$ cat src/rtl/fxe_pkg.sv
package fxe_pkg;
    localparam int SUP_W  = 2;
    localparam int OP_W   = 4;
    localparam int TAG_W  = 10;
    localparam int CTR_W  = 16;
    localparam int OPND_W = TAG_W + CTR_W;
    localparam int REC_W  = SUP_W + OP_W + OPND_W;

    localparam logic [OP_W-1:0]  OP_IDLE          = 4'b0000;
    localparam logic [OP_W-1:0]  OP_STORE         = 4'b0111;
    localparam logic [OP_W-1:0]  OP_LOAD          = 4'b1111;
    localparam logic [OP_W-1:0]  OP_STORE_LNK     = 4'b0011;
    localparam logic [OP_W-1:0]  OP_LOAD_LNK      = 4'b1011;
    localparam logic [OP_W-1:0]  OP_LOAD_LNK_HELD = 4'b1010;
    localparam logic [SUP_W-1:0] SUP_PROGRAM      = 2'b01;

    // Record word, most significant field first
    typedef struct packed {
        logic [SUP_W-1:0] sup;
        logic [OP_W-1:0]  op;
        logic [TAG_W-1:0] tag;
        logic [CTR_W-1:0] ctr;
    } rec_t;

    typedef enum logic { PH_IDLE, PH_MEM } phase_e;

    function automatic logic op_is_store(input logic [OP_W-1:0] op);
        return (op == OP_STORE) || (op == OP_STORE_LNK);
    endfunction

    function automatic logic op_is_load(input logic [OP_W-1:0] op);
        return (op == OP_LOAD) || (op == OP_LOAD_LNK);
    endfunction

    function automatic logic op_is_link(input logic [OP_W-1:0] op);
        return (op == OP_STORE_LNK) || (op == OP_LOAD_LNK);
    endfunction
endpackage

$ cat src/rtl/fxe_boundary.sv
module fxe_boundary
    import fxe_pkg::*;
#(
    parameter int BUF_LEN = 8
) (
    input  rec_t cur,
    output logic runnable,
    output logic is_store,
    output logic is_link,
    output logic last_word
);
    localparam int SPAN_I = (BUF_LEN - 1) % (1 << TAG_W);
    localparam logic [TAG_W-1:0] SPAN = TAG_W'(SPAN_I);

    logic [TAG_W-1:0] store_last;
    logic [TAG_W-1:0] ctr_low;

    generate
        if (SPAN_I == 0) begin : g_single
            assign store_last = cur.tag;
        end else begin : g_span
            assign store_last = cur.tag + SPAN;
        end
    endgenerate

    always_comb begin
        ctr_low   = cur.ctr[TAG_W-1:0];
        is_store  = op_is_store(cur.op);
        is_link   = op_is_link(cur.op);
        runnable  = (is_store || op_is_load(cur.op)) && (cur.sup != SUP_PROGRAM);
        last_word = is_store ? (ctr_low == store_last) : (ctr_low == cur.tag);
    end
endmodule

$ cat src/rtl/fxe_record.sv
module fxe_record
    import fxe_pkg::*;
(
    input  logic clk,
    input  logic rst_n,
    input  logic load_en,
    input  rec_t load_w0,
    input  rec_t load_w2,
    input  logic advance,
    input  logic exchange,
    input  logic retire,
    output rec_t w0,
    output rec_t w2
);
    typedef struct packed {
        rec_t act;
        rec_t stby;
    } pair_t;

    pair_t st_d, st_q;

    always_comb begin
        st_d = st_q;
        if (load_en) begin
            st_d.act  = load_w0;
            st_d.stby = load_w2;
        end else if (exchange) begin
            st_d.act  = st_q.stby;
            st_d.stby = st_q.act;
        end else if (retire) begin
            st_d.act.op = OP_IDLE;
        end else if (advance) begin
            st_d.act.ctr = st_q.act.ctr + CTR_W'(1);
        end
    end

    always_ff @(posedge clk or negedge rst_n) begin
        if (!rst_n) st_q <= '0;
        else        st_q <= st_d;
    end

    assign w0 = st_q.act;
    assign w2 = st_q.stby;
endmodule

$ cat src/rtl/field_xfer_engine.sv
module field_xfer_engine
    import fxe_pkg::*;
#(
    parameter int DATA_W  = 16,
    parameter int BUF_LEN = 8
) (
    input  logic              clk,
    input  logic              rst_n,
    input  logic              cfg_load,
    input  logic [31:0]       cfg_w0,
    input  logic [31:0]       cfg_w2,
    output logic [31:0]       rec_w0,
    output logic [31:0]       rec_w2,
    input  logic              dev_req,
    input  logic [DATA_W-1:0] dev_wdata,
    output logic              dev_ack,
    output logic [DATA_W-1:0] dev_rdata,
    output logic              mem_req,
    output logic              mem_we,
    output logic [15:0]       mem_addr,
    output logic [DATA_W-1:0] mem_wdata,
    input  logic              mem_ack,
    input  logic [DATA_W-1:0] mem_rdata,
    output logic              done_evt,
    output logic              link_evt
);
    typedef struct packed {
        phase_e            ph;
        logic              mreq;
        logic              mwe;
        logic [CTR_W-1:0]  maddr;
        logic [DATA_W-1:0] mwdata;
        logic              dack;
        logic [DATA_W-1:0] drdata;
        logic              done;
        logic              link;
    } ctl_t;

    ctl_t ctl_d, ctl_q;

    rec_t w0, w2, w0_view;
    logic runnable, is_store, is_link, last_word;
    logic rec_load, adv, xchg, ret;

    fxe_record u_rec (
        .clk      (clk),
        .rst_n    (rst_n),
        .load_en  (rec_load),
        .load_w0  (rec_t'(cfg_w0)),
        .load_w2  (rec_t'(cfg_w2)),
        .advance  (adv),
        .exchange (xchg),
        .retire   (ret),
        .w0       (w0),
        .w2       (w2)
    );

    fxe_boundary #(.BUF_LEN(BUF_LEN)) u_bnd (
        .cur       (w0),
        .runnable  (runnable),
        .is_store  (is_store),
        .is_link   (is_link),
        .last_word (last_word)
    );

    // Record writes only land while no access is in flight
    assign rec_load = cfg_load && (ctl_q.ph == PH_IDLE);

    always_comb begin
        ctl_d      = ctl_q;
        ctl_d.dack = 1'b0;
        ctl_d.done = 1'b0;
        ctl_d.link = 1'b0;
        adv        = 1'b0;
        xchg       = 1'b0;
        ret        = 1'b0;
        unique case (ctl_q.ph)
            PH_IDLE: begin
                if (dev_req && runnable && !cfg_load) begin
                    ctl_d.ph     = PH_MEM;
                    ctl_d.mreq   = 1'b1;
                    ctl_d.mwe    = is_store;
                    ctl_d.maddr  = w0.ctr;
                    ctl_d.mwdata = dev_wdata;
                end
            end
            PH_MEM: begin
                if (mem_ack) begin
                    ctl_d.ph     = PH_IDLE;
                    ctl_d.mreq   = 1'b0;
                    ctl_d.dack   = 1'b1;
                    ctl_d.drdata = is_store ? '0 : mem_rdata;
                    if (!last_word) begin
                        adv = 1'b1;
                    end else if (is_link) begin
                        xchg       = 1'b1;
                        ctl_d.link = 1'b1;
                    end else begin
                        ret        = 1'b1;
                        ctl_d.done = 1'b1;
                    end
                end
            end
        endcase
    end

    always_ff @(posedge clk or negedge rst_n) begin
        if (!rst_n) ctl_q <= '0;
        else        ctl_q <= ctl_d;
    end

    // Held load-with-link shows its pseudo code in the read-back
    always_comb begin
        w0_view = w0;
        if (w0.sup == SUP_PROGRAM && w0.op == OP_LOAD_LNK) w0_view.op = OP_LOAD_LNK_HELD;
    end

    assign rec_w0    = w0_view;
    assign rec_w2    = w2;
    assign dev_ack   = ctl_q.dack;
    assign dev_rdata = ctl_q.drdata;
    assign mem_req   = ctl_q.mreq;
    assign mem_we    = ctl_q.mwe;
    assign mem_addr  = ctl_q.maddr;
    assign mem_wdata = ctl_q.mwdata;
    assign done_evt  = ctl_q.done;
    assign link_evt  = ctl_q.link;
endmodule

$ cat config.mk
export PLATFORM = sky130hd
export DESIGN_NAME = field_xfer_engine
export DESIGN_NICKNAME = d
export VERILOG_FILES = /design/src/rtl/fxe_pkg.sv /design/src/rtl/fxe_boundary.sv /design/src/rtl/fxe_record.sv /design/src/rtl/field_xfer_engine.sv
export SDC_FILE = /design/constraint.sdc
export NUM_CORES = 1
export LEC_CHECK = 0
export BUFFER_PORTS_ARGS = -buffer_cell sky130_fd_sc_hd__buf_2
export CORE_ASPECT_RATIO = 0.7
export CORE_MARGIN = 2
export CORE_UTILIZATION = 45
export CTS_BUF_LIST = sky130_fd_sc_hd__clkbuf_16
export CTS_CLUSTER_DIAMETER = 50
export DETAILED_ROUTE_END_ITERATION = 8
export GPL_ROUTABILITY_DRIVEN = 0
export GPL_TIMING_DRIVEN = 0
export PLACE_DENSITY = 0.73
export SLEW_MARGIN = 10
export SYNTH_ARGS = -nofsm -noshare
export SYNTH_HDL_FRONTEND = slang
export SYNTH_SLANG_ARGS = --single-unit
$ cat constraint.sdc
create_clock -name clk -period 3.05 [get_ports clk]
set_input_delay 0.1525 -clock clk [delete_from_list [all_inputs] [get_ports clk]]
set_output_delay 0.1525 -clock clk [all_outputs]
set_load 0.01 [all_outputs]
==> out/summary.txt <==
worst-skew pair later-pin latency -> 0.41 ns
initial antenna violation count -> 0
Period minus WS final -> 2.97 ns
clock buffer depth -> 2
Area Overhead vs Synth -> 40.8%
io pins -> 218
slowest CP cell -> o31ai_4
Sink Count -> 118
Post-Syn Nets -> 795
DRC Markers -> 0
routed vias -> 6234
share of post-route cells with drive strength above 1 -> 39.4%
Required @ worst endpoint -> 3.37 ns
area share of the largest cell type after synthesis -> 46.0%
mapped cell area -> 0.00642 mm2
Max-slew headroom -> 50.7%
Synth Warn # -> 0
Internal Power -> 0.00468 W
outcome -> complete, no violations
Final nets -> 1095
TritonRoute pass-1 iters -> 5
initial DRC count -> 565
Cells after Synth -> 692
RSZ-0062 raised after global routing -> no
Leak Pwr -> 4.41 nW
PortBufs -> 217
dpl cell area -> 0.00779 mm2
CP Class -> flip-flop to flip-flop
die area -> 0.0153 mm2
die span in y -> 104 um
pre-CTS setup slack -> 0.0519 ns
Synth top cells by count -> nand2_1 (120), dfrtp_1 (118), buf_4 (77), nor2_1 (55), nand3_1 (38)
period utilization -> 97.3%
Seq cells post-synth -> 118
Finished Cell Area -> 0.00905 mm2
ys flop type -> dfrtp_1
switch share -> 32.9%
Site Rows -> 36
WL/cell -> 17.0 um
Worst Max-Slew Pin Slew -> 0.737 ns
Worst VDD drop -> 505 uV
top-count cell post-synth -> nand2_1
Worst Skew -> 0.0111 ns
Comb power frac -> 36.3%
share of power burned in the clock network -> 28.7%
final-report hold violation count -> 0
global-route wire length before repair -> 32300 um
Critical Path End Type -> flip-flop
syn avg cell area -> 9.28 um2
Synth area leader -> dfrtp_1
largest net degree at the start of global routing -> 62
via density per instance -> 5.22
Cell Chain, Critical Path -> nand3b_4, or3_4, a221oi_4, nand4_4, o31ai_4, buf_2, nand3_1, o211ai_1
maximum clock frequency -> 0.337 GHz
width of the die -> 147 um
Max Slew Vio Count -> 0
number of global-route vias before repair -> 6050
H-tree levels -> 4
Hold Path Class -> primary input to flip-flop
CP Launch Type -> flip-flop
endpoints failing setup -> 0
Worst path max stage delay -> 0.61 ns
Crit Path Max Fanout -> 10
Core Area -> 0.0139 mm2
TritonCTS clock tree -> done
FFs w/ async S/R, synth -> 100%
number of synthesized flops with an enable pin -> 0
GRT overflow -> 0
# Max-Cap Violations -> 0
final WL -> 20300 um
post-DP HPWL -> 14300 um
root buffer cell -> clkbuf_16
critical path's top delay family -> compound AO/OA/AOI/OAI gates
antenna-violating nets left -> 0
Flop pwr share -> 35.0%
# diodes -> 0
register area share after synthesis -> 46.0%
total CTS buffers -> 17
switching power -> 0.00230 W
WP data arrival -> 3.29 ns
Initial Util -> 46.2%
pwr dens -> 771 mW/mm2
fin worst setup slack -> 0.0823 ns
WP buf/inv -> 1
count of cell types in the netlist -> 55
Worst-path clk slew -> 0.06 ns
gr usage total -> 26.8%
Area contributors post-synth -> dfrtp_1 (46%), buf_4 (9.0%), nand2_1 (7.0%)
## worst register-to-register path: stages, from the launching register on
cell,delay (ns)
dfrtp_2,0.46
nand3b_4,0.23
or3_4,0.43
a221oi_4,0.34
nand4_4,0.25
o31ai_4,0.61
buf_2,0.34
nand3_1,0.10
o211ai_1,0.11
## final timing paths
kind,start,end,slack [ns],cells after the start
setup / recovery,u_rec.w0[29],u_rec.w0[12],0.08,8
hold / removal,cfg_w2[29],u_rec.w2[29],0.01,3
setup reg to reg,u_rec.w0[29],u_rec.w0[12],0.08,8
hold reg to reg,dev_rdata[3],dev_rdata[3],0.47,2
max in group asynchronous,rst_n,u_rec.w0[28],2.05,3
min in group asynchronous,rst_n,u_rec.w0[17],0.28,2
## what timing repair did
action | 4_1_cts | 5_1_grt
hold endpoints to repair | 119 | 0
gates resized for setup | 1 | 10
endpoints found under the setup margin | 1 | 51
buffers inserted | 0 | 3
hold buffers | 60 | 0
pin swaps | 0 | 3
gates cloned | 0 | 0
## cell usage in the layout (no fill, tap or decap), types with 3 or more instances in the layout
cell             n
buf_2          231
nand2_1        120
dfrtp_1        115
buf_4           80
dlygate4sd3_1   60
nor2_1          55
nand3_1         37
mux2_2          33
clkbuf_1        28
a31oi_1         27
nor3_1          20
clkbuf_16       17
inv_1           14
xnor2_1         14
o22ai_1         14
a21oi_1         13
o21ai_0          8
o211ai_1         8
mux2i_1          8
xor2_1           6
clkinvlp_4       6
nand4_1          5
nand2b_1         4
buf_1            4
nor4_1           4
and3_1           4
a22oi_1          4
and4_1           3
a211oi_1         3
a221oi_1         3
bufinv_16        3
dfrtp_2          3
## stage by stage
| stage | hold WS [ns] | setup TNS (ns) | total power, W | utilization [%] | instances |
|---|---|---|---|---|---|
| final | 0.0102 | 0 | 0.00698 | 65.0 | 1195 |
| after global placement | 0.355 | -2.69 | 0.00484 | 55.7 | 1099 |
| after global routing | 0.00469 | 0 | 0.00738 | 65.0 | 1195 |
| after CTS | 0.00184 | 0 | 0.00697 | 64.6 | 1193 |
| after floorplan | -0.143 | 0 | 0.00401 | - | 692 |
| after detailed placement | 0.171 | 0 | 0.00489 | 56.0 | 1101 |
## power by group through the flow
| stage | Sequential, W | Clock [W] | Combinational (W) |
|---|---|---|---|
| after floorplan | 0.00237 | 0 | 0.00163 |
| after global routing | 0.00251 | 0.00210 | 0.00276 |
| final | 0.00244 | 0.00200 | 0.00253 |
| after global placement | 0.00243 | 0 | 0.00241 |
| after detailed placement | 0.00245 | 0 | 0.00244 |
| after CTS | 0.00243 | 0.00203 | 0.00251 |
## cell families after synthesis
family                   after synthesis  synth area share [%]
buffers and inverters                138                  13.0
multiplexers                          43                  7.34
flip-flops                           118                  46.0
AO/OA/AOI/OAI                        100                  11.3
XOR/XNOR                              21                  2.86
adder cells (fa/ha/maj)                2                 0.389
AND/OR/NAND/NOR                      270                  19.2
## per-layer routing
metal  up-vias  global-route usage, %  routed length [um]
met5         -                      0                   0
met4         0                   6.38                 261
met3        29                   7.59                2040
met2       331                   40.8                9120
met1      2961                   38.1                8900
li1       2913                      -                   -
## sequential cells by signal, indices dropped and copies added, names as in the netlist
signal and flops:
u_rec.w0 32, mem_req 1, mem_we 1, dev_rdata 16, dev_ack 1, link_evt 1, done_evt 1, ctl_q 1
mem_wdata 16, mem_addr 16, u_rec.w2 32
## cell type report
class / count / area [um2]
Clock inverter: 15 / 165
Inverter: 12 / 45.0
Timing Repair Buffer: 282 / 1750
Buffer: 125 / 787
Sequential cell: 118 / 2960
Tap cell: 190 / 238
Clock buffer: 17 / 425
Multi-Input combinational cell: 436 / 2680
Fill cell: 1181 / 4870
(Power assumes the default switching activity.)
